## src/rtl/ecc_guard_pkg.sv

```systemverilog
package ecc_guard_pkg;

  typedef enum logic [1:0] {
    SYN_CLEAN = 2'd0,
    SYN_FIXED = 2'd1,
    SYN_BAD   = 2'd2
  } syn_kind_e;

  // Column of the check matrix for one data bit. The low four bits hold a
  // one-hot position inside the nibble. The next idx_w bits hold the nibble
  // index. The top bit covers every data bit (overall parity).
  function automatic logic [31:0] ecc_column(input int bit_idx, input int idx_w);
    logic [31:0] c;
    c = 32'(1) << (bit_idx % 4);
    c = c | (32'(bit_idx / 4) << 4);
    c = c | (32'(1) << (4 + idx_w));
    return c;
  endfunction

endpackage

```

## src/rtl/ecc_encoder.sv

```systemverilog
module ecc_encoder
  import ecc_guard_pkg::*;
#(
  parameter int DATA_W = 32,
  parameter int CHK_W  = 8
) (
  input  logic [DATA_W-1:0] data,
  output logic [CHK_W-1:0]  chk
);
  localparam int IDX_W = CHK_W - 5;

  always_comb begin
    chk = '0;
    for (int i = 0; i < DATA_W; i++) begin
      if (data[i]) chk = chk ^ CHK_W'(ecc_column(i, IDX_W));
    end
  end
endmodule

```

## src/rtl/ecc_syndrome_fix.sv

```systemverilog
module ecc_syndrome_fix
  import ecc_guard_pkg::*;
#(
  parameter int DATA_W = 32,
  parameter int CHK_W  = 8
) (
  input  logic [DATA_W-1:0] data_raw,
  input  logic [CHK_W-1:0]  chk_raw,
  output logic [DATA_W-1:0] data_fix,
  output syn_kind_e         kind
);
  localparam int IDX_W = CHK_W - 5;

  logic [CHK_W-1:0]  chk_calc;
  logic [CHK_W-1:0]  syn;
  logic [DATA_W-1:0] hit;

  ecc_encoder #(.DATA_W(DATA_W), .CHK_W(CHK_W)) u_recalc (
    .data (data_raw),
    .chk  (chk_calc)
  );

  assign syn = chk_calc ^ chk_raw;

  for (genvar g = 0; g < DATA_W; g++) begin : g_hit
    assign hit[g] = (syn == CHK_W'(ecc_column(g, IDX_W)));
  end

  assign data_fix = data_raw ^ hit;

  always_comb begin
    if (syn == '0)  kind = SYN_CLEAN;
    else if (|hit)  kind = SYN_FIXED;
    else            kind = SYN_BAD;
  end
endmodule

```

## src/rtl/ecc_word_store.sv

```systemverilog
module ecc_word_store #(
  parameter int DATA_W = 32,
  parameter int CHK_W  = 8,
  parameter int ADDR_W = 4
) (
  input  logic              clk,
  input  logic              wr_en,
  input  logic [ADDR_W-1:0] wr_addr,
  input  logic [DATA_W-1:0] wr_word,
  input  logic [CHK_W-1:0]  wr_chk,
  input  logic              rd_en,
  input  logic [ADDR_W-1:0] rd_addr,
  output logic [DATA_W-1:0] rd_word,
  output logic [CHK_W-1:0]  rd_chk
);
  localparam int DEPTH = 1 << ADDR_W;

  logic [DATA_W-1:0] data_mem [DEPTH];
  logic [CHK_W-1:0]  chk_mem  [DEPTH];

  always_ff @(posedge clk) begin
    if (wr_en) begin
      data_mem[wr_addr] <= wr_word;
      chk_mem[wr_addr]  <= wr_chk;
    end
    if (rd_en) begin
      rd_word <= data_mem[rd_addr];
      rd_chk  <= chk_mem[rd_addr];
    end
  end
endmodule

```

## src/rtl/ecc_status_regs.sv

```systemverilog
module ecc_status_regs #(
  parameter int CHK_W  = 8,
  parameter int LANES  = 4,
  parameter int LANE_W = 2
) (
  input  logic                   clk,
  input  logic                   rst,
  input  logic                   res_valid,
  input  logic [LANE_W-1:0]      lane,
  input  logic [CHK_W-1:0]       raw_chk,
  input  logic                   ev_sec,
  input  logic                   ev_mbe,
  input  logic [LANES-1:0]       force_perr,
  input  logic                   clr_err,
  output logic                   sec_stat,
  output logic                   mbe_stat,
  output logic [LANES-1:0]       perr_stat,
  output logic [LANES*CHK_W-1:0] capture
);
  always_ff @(posedge clk) begin
    if (rst) begin
      sec_stat  <= 1'b0;
      mbe_stat  <= 1'b0;
      perr_stat <= '0;
    end else begin
      sec_stat  <= (sec_stat & ~clr_err) | ev_sec;
      mbe_stat  <= (mbe_stat & ~clr_err) | ev_mbe;
      perr_stat <= (perr_stat & {LANES{~clr_err}}) | force_perr;
    end
  end

  always_ff @(posedge clk) begin
    if (rst) begin
      capture <= '0;
    end else if (res_valid) begin
      capture[lane*CHK_W +: CHK_W] <= raw_chk;
    end
  end
endmodule

```

## src/rtl/ecc_guard_unit.sv

```systemverilog
module ecc_guard_unit
  import ecc_guard_pkg::*;
#(
  parameter int DATA_W = 32,
  parameter int CHK_W  = 8,
  parameter int ADDR_W = 4,
  parameter int LANES  = 4
) (
  input  logic                   clk,
  input  logic                   rst,
  input  logic                   wr_en,
  input  logic                   rd_en,
  input  logic [ADDR_W-1:0]      addr,
  input  logic [DATA_W-1:0]      wr_data,
  input  logic [DATA_W-1:0]      wr_err_mask,
  input  logic                   chk_src_sel,
  input  logic                   corr_en,
  input  logic [LANES-1:0]       force_perr,
  input  logic                   clr_err,
  output logic                   rd_valid,
  output logic [DATA_W-1:0]      rd_data,
  output logic                   rd_corrected,
  output logic                   rd_uncorr,
  output logic                   sec_stat,
  output logic                   mbe_stat,
  output logic [LANES-1:0]       perr_stat,
  output logic [LANES*CHK_W-1:0] chk_capture
);
  localparam int LANE_W = (LANES > 1) ? $clog2(LANES) : 1;

  // Write side
  logic [CHK_W-1:0]  enc_chk;
  logic [CHK_W-1:0]  store_chk;
  logic [DATA_W-1:0] store_word;

  ecc_encoder #(.DATA_W(DATA_W), .CHK_W(CHK_W)) u_enc (
    .data (wr_data),
    .chk  (enc_chk)
  );

  assign store_chk  = chk_src_sel ? enc_chk : wr_data[CHK_W-1:0];
  assign store_word = wr_data ^ wr_err_mask;

  // Storage, one read stage
  logic [DATA_W-1:0] mem_word;
  logic [CHK_W-1:0]  mem_chk;

  ecc_word_store #(.DATA_W(DATA_W), .CHK_W(CHK_W), .ADDR_W(ADDR_W)) u_store (
    .clk     (clk),
    .wr_en   (wr_en),
    .wr_addr (addr),
    .wr_word (store_word),
    .wr_chk  (store_chk),
    .rd_en   (rd_en),
    .rd_addr (addr),
    .rd_word (mem_word),
    .rd_chk  (mem_chk)
  );

  logic              p1_rd;
  logic              p1_corr;
  logic [LANE_W-1:0] p1_lane;

  always_ff @(posedge clk) begin
    if (rst) begin
      p1_rd   <= 1'b0;
      p1_corr <= 1'b0;
      p1_lane <= '0;
    end else begin
      p1_rd <= rd_en;
      if (rd_en) begin
        p1_corr <= corr_en;
        p1_lane <= addr[LANE_W-1:0];
      end
    end
  end

  // Decode stage
  logic [DATA_W-1:0] fix_word;
  syn_kind_e         kind;
  logic              ev_sec;
  logic              ev_mbe;

  ecc_syndrome_fix #(.DATA_W(DATA_W), .CHK_W(CHK_W)) u_fix (
    .data_raw (mem_word),
    .chk_raw  (mem_chk),
    .data_fix (fix_word),
    .kind     (kind)
  );

  assign ev_sec = p1_rd & p1_corr & (kind == SYN_FIXED);
  assign ev_mbe = p1_rd & p1_corr & (kind == SYN_BAD);

  always_ff @(posedge clk) begin
    if (rst) begin
      rd_valid     <= 1'b0;
      rd_data      <= '0;
      rd_corrected <= 1'b0;
      rd_uncorr    <= 1'b0;
    end else begin
      rd_valid     <= p1_rd;
      rd_corrected <= ev_sec;
      rd_uncorr    <= ev_mbe;
      if (p1_rd) rd_data <= ev_sec ? fix_word : mem_word;
    end
  end

  ecc_status_regs #(.CHK_W(CHK_W), .LANES(LANES), .LANE_W(LANE_W)) u_stat (
    .clk        (clk),
    .rst        (rst),
    .res_valid  (p1_rd),
    .lane       (p1_lane),
    .raw_chk    (mem_chk),
    .ev_sec     (ev_sec),
    .ev_mbe     (ev_mbe),
    .force_perr (force_perr),
    .clr_err    (clr_err),
    .sec_stat   (sec_stat),
    .mbe_stat   (mbe_stat),
    .perr_stat  (perr_stat),
    .capture    (chk_capture)
  );
endmodule

```

## config.mk

```make
export PLATFORM = sky130hd
export DESIGN_NAME = ecc_guard_unit
export DESIGN_NICKNAME = d
export VERILOG_FILES = /design/src/rtl/ecc_guard_pkg.sv /design/src/rtl/ecc_encoder.sv /design/src/rtl/ecc_syndrome_fix.sv /design/src/rtl/ecc_word_store.sv /design/src/rtl/ecc_status_regs.sv /design/src/rtl/ecc_guard_unit.sv
export SDC_FILE = /design/constraint.sdc
export NUM_CORES = 1
export LEC_CHECK = 0
export ABC_AREA = 1
export BUFFER_PORTS_ARGS = -buffer_cell sky130_fd_sc_hd__buf_2
export CORE_ASPECT_RATIO = 1.25
export CORE_UTILIZATION = 46
export CTS_CLUSTER_SIZE = 40
export DETAILED_ROUTE_END_ITERATION = 7
export GPL_TIMING_DRIVEN = 0
export PLACE_DENSITY = 0.59
export SYNTH_ARGS = -nofsm -noshare
export SYNTH_HDL_FRONTEND = slang
export SYNTH_HIERARCHICAL = 1
export SYNTH_SLANG_ARGS = --single-unit
```

## constraint.sdc

```tcl
create_clock -name clk -period 3.88 [get_ports clk]
set_input_delay 0.776 -clock clk [delete_from_list [all_inputs] [get_ports clk]]
set_output_delay 0.776 -clock clk [all_outputs]
set_load 0.01 [all_outputs]
```

# --- Yosys cells after proc, flatten, opt, wreduce, memory -nomap -nowiden ---
# Memories as Yosys holds them, arrays and structs flattened. A register that Yosys moved wholly into a read port is not among the register bits.
# Cells that the tools add are included.
op_classes:
  mux: 71
  n_eq_ne: 34
  shifts: 2
  bitwise: 75
  add_sub_neg: 1
  n_reduce_logical: 2
ops:
  columns: ["operator", "n"]
  rows:
  - ["$mux 8", 65]
  - ["$eq 8x8->1 const B", 32]
  - ["$not 4->4", 24]
  - ["$not 3->3", 24]
  - ["$xor 32x32->32", 2]
  - ["$not 5->5", 8]
  - ["$neg 5->34", 1]
  - ["$shift 8x34->32 const A", 1]
  - ["$shiftx 8x34->32", 1]
  - ["$bwmux 32", 1]
  - ["$mux 32", 1]
  - ["$reduce_or 32->1", 1]
  - ["$not 2->2", 6]
  - ["$logic_not 8->1", 1]
  - ["$xor 8x8->8", 1]
  - ["$and 1x1->1", 5]
  - ["$and 4x4->4", 1]
  - ["$mux 2", 2]
  - ["$or 4x4->4", 1]
  - ["$eq 2x1->1 const B", 1]
  - ["$eq 2x2->1 const B", 1]
  - ["$mux 1", 2]
  - ["$or 1x1->1", 2]
  - ["$not 1->1", 1]
word_totals:
  wordCells: 198
  reg_bits: 77
  n_memories: 2
  mem_bits_rw: 640
  output_inout_bits: 73
memory_table:
  columns: ["memory", "depth", "width", "rd", "rd_clocked_by_memory_dff", "write_ports", "line_no", "source"]
  rows:
  - ["u_store.data_mem", 16, 32, 1, 1, 1, "ecc_word_store.sv:18", "logic [DATA_W-1:0] data_mem [DEPTH];"]
  - ["u_store.chk_mem", 16, 8, 1, 1, 1, "ecc_word_store.sv:19", "logic [CHK_W-1:0] chk_mem [DEPTH];"]

# --- Logic depth before layout (Yosys ltp) ---
logic_depth:
  depth_word: 71
  depth_mapped: 34
  depth_no_buf: 32

# --- Cells and area by module ---
# The synthesis kept the hierarchy.
modules_own_cells:
  columns: ["module", "cells_each", "n_inst", "area_each_um2"]
  rows:
  - ["ecc_word_store", 2645, 1, 28668.7]
  - ["ecc_encoder", 226, 2, 1194.9]
  - ["ecc_guard_unit", 347, 1, 2326.0]
  - ["ecc_status_regs", 219, 1, 1589.0]
  - ["ecc_syndrome_fix", 183, 1, 953.4]

# --- Worst setup path after synthesis ---
# OpenSTA, ideal clock, no wires.
synth_timing:
  kind: "input to register"
  start: "input addr[0]"
  end: "memory u_store.chk_mem[13][0] (enable)"
  arrival_time_ps: 2667
  path_stages: 4
  path_slack_ps: 775
  path_cell_list: "inv_1 -> nor2_1 -> nand2_1 -> nor2_1"
synth_rtl:
  columns: ["item", "line_no", "source"]
  rows:
  - ["from (decl)", "ecc_guard_unit.sv:13", "input logic [ADDR_W-1:0] addr,"]
  - ["to (decl)", "ecc_word_store.sv:19", null]
# Straight into the memory's write port.

# --- Worst setup path after layout ---
layout_timing:
  start: "register u_store.rd_word[31] (read register of u_store.data_mem)"
  end: "register u_stat.sec_stat"
layout_between:
  elab_chain_len: 9
  word_cells_on_any_way: 41
layout_rtl:
  columns: ["item", "line_no", "source"]
  rows:
  - ["from (decl)", "ecc_word_store.sv:13", "output logic [DATA_W-1:0] rd_word,"]
  - ["$mux 8 *", "ecc_encoder.sv:15", "if (data[i]) chk = chk ^ CHK_W'(ecc_column(i, IDX_W));"]
  - ["net u_fix.chk_calc[4]", "ecc_syndrome_fix.sv:14", "logic [CHK_W-1:0] chk_calc;"]
  - ["$xor 8x8->8 *", "ecc_syndrome_fix.sv:23", "assign syn = chk_calc ^ chk_raw;"]
  - ["$eq 8x8->1", "ecc_syndrome_fix.sv:26", "assign hit[g] = (syn == CHK_W'(ecc_column(g, IDX_W)));"]
  - ["$reduce_or 32->1", "ecc_syndrome_fix.sv:33", "else if (|hit) kind = SYN_FIXED;"]
  - ["$mux 2", "ecc_syndrome_fix.sv:33", null]
  - ["$mux 2 *", "ecc_syndrome_fix.sv:32", "if (syn == '0) kind = SYN_CLEAN;"]
  - ["net kind[0]", "ecc_guard_unit.sv:80", "syn_kind_e kind;"]
  - ["$eq 2x1->1 *", "ecc_guard_unit.sv:91", "assign ev_sec = p1_rd & p1_corr & (kind == SYN_FIXED);"]
  - ["$and 1x1->1 *", "ecc_guard_unit.sv:91", null]
  - ["net ev_sec", "ecc_guard_unit.sv:81", "logic ev_sec;"]
  - ["$or 1x1->1 *", "ecc_status_regs.sv:26", "sec_stat <= (sec_stat & ~clr_err) | ev_sec;"]
  - ["to (signal assigned)", "ecc_status_regs.sv:26", null]
  - ["to (decl)", "ecc_status_regs.sv:15", "output logic sec_stat,"]
# The timed path passes the listed nets; every way through them passes the cells marked *.
# A chain may end at the register's enable or synchronous reset.

==> flow_summary.ini <==
[synthesis]
mappedNetlistNets = 3930
post_synthesis_cell_area_mm2 = 0.0359
post-synth-top-area-cell = sky130_fd_sc_hd__edfxtp_1
ys_seq_area_share_pct = 61.1
synth_cell_type_count = 31
fraction_of_synthesized_cell_area_taken_by_the_top_area_cell_type_pct = 56.8
netlist_instances = 3846
synthesized_flop_and_latch_total = 757
synth.avg_cell_area_um2 = 9.34
synthTopCellsByArea = sky130_fd_sc_hd__edfxtp_1 (57%), sky130_fd_sc_hd__nand2_1 (14%), sky130_fd_sc_hd__nand3_1 (8.0%)
synth.yosys.warnings = 6

[global_routing]
first_global_vias = 24600
grt_pass1_wl_um = 153000
antenna_found_initial = 2
grt_overflow = 0
groute.usage.overall_pct = 26.5
grt_start_max_net_pins = 45

[sta]
postLayoutSetupSlackWorst_ns = 0.219
finalSetupTns_ns = 0
grt_setup_unrepaired = no
finalWorstPathRequiredPeriod_ns = 3.66
tightest_slew_ns = 1.33
final_max_slew_viol_count = 0
setup_violating_endpoint_count_in_the_final_report = 0
clock-skew-final_ns = 0.0169
hold_violations = 0
finalCritPeriodShare_pct = 94.4
timing.max_slew.rel_slack_pct = 11.4
max_clock_freq_mhz = 273

[detailed_routing]
drcViolationCount = 0
drt_iter0_drc = 2027
viasPerCell = 4.98
ant_nets = 0
routed-via-count = 26100
routed_wl_um = 104000
length_of_the_first_detailed_routing_pass_in_iterations = 6
routed_wire_length_per_instance_um = 19.9

[critical_path]
cp_common_cell = sky130_fd_sc_hd__nand2_1
r2r_slack_ns = 0.22
start_kind = flop
worst_setup_path_startpoint = u_store/rd_word[31]
highest_cell_delay_on_the_worst_timing_path_ns = 0.55
r2r-start = u_store/rd_word[31]
path_cells = buf_4 -> xnor2_1 -> xor2_1 -> o21bai_4 -> nand3b_1 -> nand2_1 -> inv_1 -> nand2_1 -> nand2_1 -> nand2_2 -> nor2_4 -> nand2_1 -> nand2_1 -> nor2_1 -> nand2_1 -> nor2_4 -> nand2_4 -> nor2_4 -> nor2_8 -> nand2_4 -> buf_6 -> inv_1 -> a21oi_1 -> nor2_1
timing.critical_path.required_ns = 4.38
timing.rr.end = u_stat/sec_stat
worstPathMaxFanout = 10
worst-r2r-cell-count = 24
cpMaxStageDelayCell = sky130_fd_sc_hd__edfxtp_1
worstSetupEndpoint = u_stat/sec_stat
worst_setup_path_end_kind = flop
cp.arrival_ns = 4.16
worst-setup-path-type = flop to flop

[floorplanning]
chipWidth_um = 252
die-area_mm2 = 0.0792
placement_rows = 114
initial_utilization_pct = 46.5
top_level_ports = 152
die_h_um = 314
core_area_mm2 = 0.0773

[pwr]
irDropWorstVdd_mv = 0.319
power.leakage_nw = 18.7
power_density_mw_per_mm2 = 473

[hold_path]
hp-class = input port to flop

[clock_network]
clkSinkCount = 757
worstSkewPairLatency_ns = 0.64
cts_tree = yes
cts_max_level = 3
clk_root_buffer_cell = sky130_fd_sc_hd__clkbuf_16
cts_made_buffers = 76
clock_tree.buffer_depth = 3
clk_transition_reported_paths_ns = 0.06

[finish]
syn_to_final_growth_pct = 15.8
fill_cells = 6975
fin_nets = 4211
final_util_pct = 53.8
post_route_cells_drive_above_1_share_pct = 13.1

[place]
final_hpwl_dp_um = 73600
port_buffers = 149
gp_congestion = 0.984
dp_slack_ns = -0.0447

[job]
maxCapViolCount = 0

[outcome]
status = finished clean
layer usage:
metal  vias to the layer above  routed length (um)  track usage [%]
met3                       199                5860             3.38
met4                         2                4000             11.1
met2                       840               53300             47.4
li1                      12800                   -                -
met5                         -                  16                0
met1                     12200               41100             32.0
through the flow:
stage                     total power, mW  cells  instance area [um2]  hold WS, ns
after floorplan                      11.3   3846                35900        0.439
after global placement               12.2   5039                38000        0.450
after detailed placement             12.3   5065                38700        0.454
after CTS                            19.7   5208                41200        0.308
after global routing                 20.4   5234                41600        0.371
final                                19.7   5235                41600        0.354
layout make-up:
type	count	area (um2)	share of cell area, %
tap	1044	1310	3.14
buffer	163	970	2.33
inverter	628	2360	5.68
timing repair buffer	203	1530	3.68
sequential	757	22000	52.8
multi-input combinational	2298	11000	26.4
antenna	1	2.50	0.00601
clock inverter	45	463	1.11
clock buffer	96	2030	4.88
worst max-delay path: cells and delay by family, from the launching register on:
family,cells,cell delay (ns)
xor gates and xnor gates,2,0.46
and+or+nand+nor,16,1.65
AOI/OAI and AO/OA,2,0.32
buffers and inverters,4,0.53
DFF,1,0.55
cell families (layout without fill, tap and decap cells):
group,count (synthesis),after routing,synth area share [%]
other,0,1,0
and+or+nand+nor,2058,2058,24.1
AOI/OAI and AO/OA,47,47,0.669
DFF,757,757,61.1
adders and majority gates,5,5,0.174
xor gates and xnor gates,180,180,4.39
muxes,8,8,0.251
buffers and inverters,791,1135,9.27
sequential cells by signal, summed over array words and instances, names as in the netlist:
signal / count
rd_corrected: 1
u_store/rd_chk: 8
u_stat/mbe_stat: 1
u_stat/capture: 32
p1_corr: 1
u_stat/sec_stat: 1
u_store/chk_mem: 128
u_store/data_mem: 512
p1_lane: 2
rd_valid: 1
u_store/rd_word: 32
rd_uncorr: 1
u_stat/perr_stat: 4
p1_rd: 1
rd_data: 32
how the worst min path moves through the flow:
stage | cells after the start | slack (ns) | to | startpoint
2_1_floorplan | 2 | 0.44 | p1_corr | p1_corr
3_3_place_gp | 2 | 0.45 | u_stat/capture[14] | u_stat/capture[14]
3_5_place_dp | 2 | 0.45 | u_stat/capture[14] | u_stat/capture[14]
4_1_cts | 3 | 0.31 | u_stat/perr_stat[2] | force_perr[2]
5_1_grt | 3 | 0.37 | u_stat/perr_stat[3] | force_perr[3]
6_report | 3 | 0.35 | u_stat/perr_stat[2] | force_perr[2]
cell usage in the layout, fill, tap and decap left out, types with 17 or more instances in the layout:
cell                        synthesis  routed
sky130_fd_sc_hd__nor2_4             7      32
sky130_fd_sc_hd__inv_2             12      17
sky130_fd_sc_hd__buf_2             81     230
sky130_fd_sc_hd__buf_12             0      17
sky130_fd_sc_hd__buf_4             23      51
sky130_fd_sc_hd__nand2_1         1296    1289
sky130_fd_sc_hd__clkbuf_1          19      34
sky130_fd_sc_hd__clkbuf_16          0      78
sky130_fd_sc_hd__nand3_1          577     577
sky130_fd_sc_hd__dfxtp_1           77      77
sky130_fd_sc_hd__xor2_1            84      72
sky130_fd_sc_hd__a21oi_1           41      41
sky130_fd_sc_hd__buf_1             18      18
sky130_fd_sc_hd__clkinv_1           0      17
sky130_fd_sc_hd__xnor2_1           96      90
sky130_fd_sc_hd__buf_6             20      20
sky130_fd_sc_hd__inv_1            614     609
sky130_fd_sc_hd__nor2_1           129     107
sky130_fd_sc_hd__nand2_2           16      21
sky130_fd_sc_hd__edfxtp_1         680     680
power breakdown:
part	leakage [nW]	switching [mW]	total, mW	internal, mW
combinational	10.6	1.96	2.81	0.850
sequential	6.80	0.121	9.43	9.31
clock	1.23	3.13	7.46	4.32
total	18.7	5.22	19.7	14.5
repair_timing:
action,4_1_cts,5_1_grt
resized for setup,2,35
hold buffers,0,0
pin swaps,0,4
gates cloned,0,0
endpoints found under the setup margin,1,36
buffers inserted,2,25
Yosys cell counts:
cell                       instances
sky130_fd_sc_hd__buf_4            23
sky130_fd_sc_hd__nor2_2            9
sky130_fd_sc_hd__nor3_1            1
sky130_fd_sc_hd__buf_6            20
sky130_fd_sc_hd__nand2_2          16
sky130_fd_sc_hd__nand3b_1          8
sky130_fd_sc_hd__inv_2            12
sky130_fd_sc_hd__o21ai_0           4
sky130_fd_sc_hd__or2_0             2
sky130_fd_sc_hd__nand2_1        1296
sky130_fd_sc_hd__nor2_1          129
sky130_fd_sc_hd__clkbuf_8          2
sky130_fd_sc_hd__xor2_1           84
sky130_fd_sc_hd__inv_4             2
sky130_fd_sc_hd__xnor2_1          96
sky130_fd_sc_hd__nor2_4            7
sky130_fd_sc_hd__nand2_4           4
sky130_fd_sc_hd__nand3_1         577
sky130_fd_sc_hd__nor4_1            2
sky130_fd_sc_hd__ha_1              5
sky130_fd_sc_hd__nor2_8            1
sky130_fd_sc_hd__or2_1             6
sky130_fd_sc_hd__clkbuf_1         19
sky130_fd_sc_hd__buf_1            18
sky130_fd_sc_hd__dfxtp_1          77
sky130_fd_sc_hd__a21oi_1          41
sky130_fd_sc_hd__buf_2            81
sky130_fd_sc_hd__mux2_2            8
sky130_fd_sc_hd__o21bai_1          2
sky130_fd_sc_hd__inv_1           614
sky130_fd_sc_hd__edfxtp_1        680
Power figures use the tool's default switching activity.
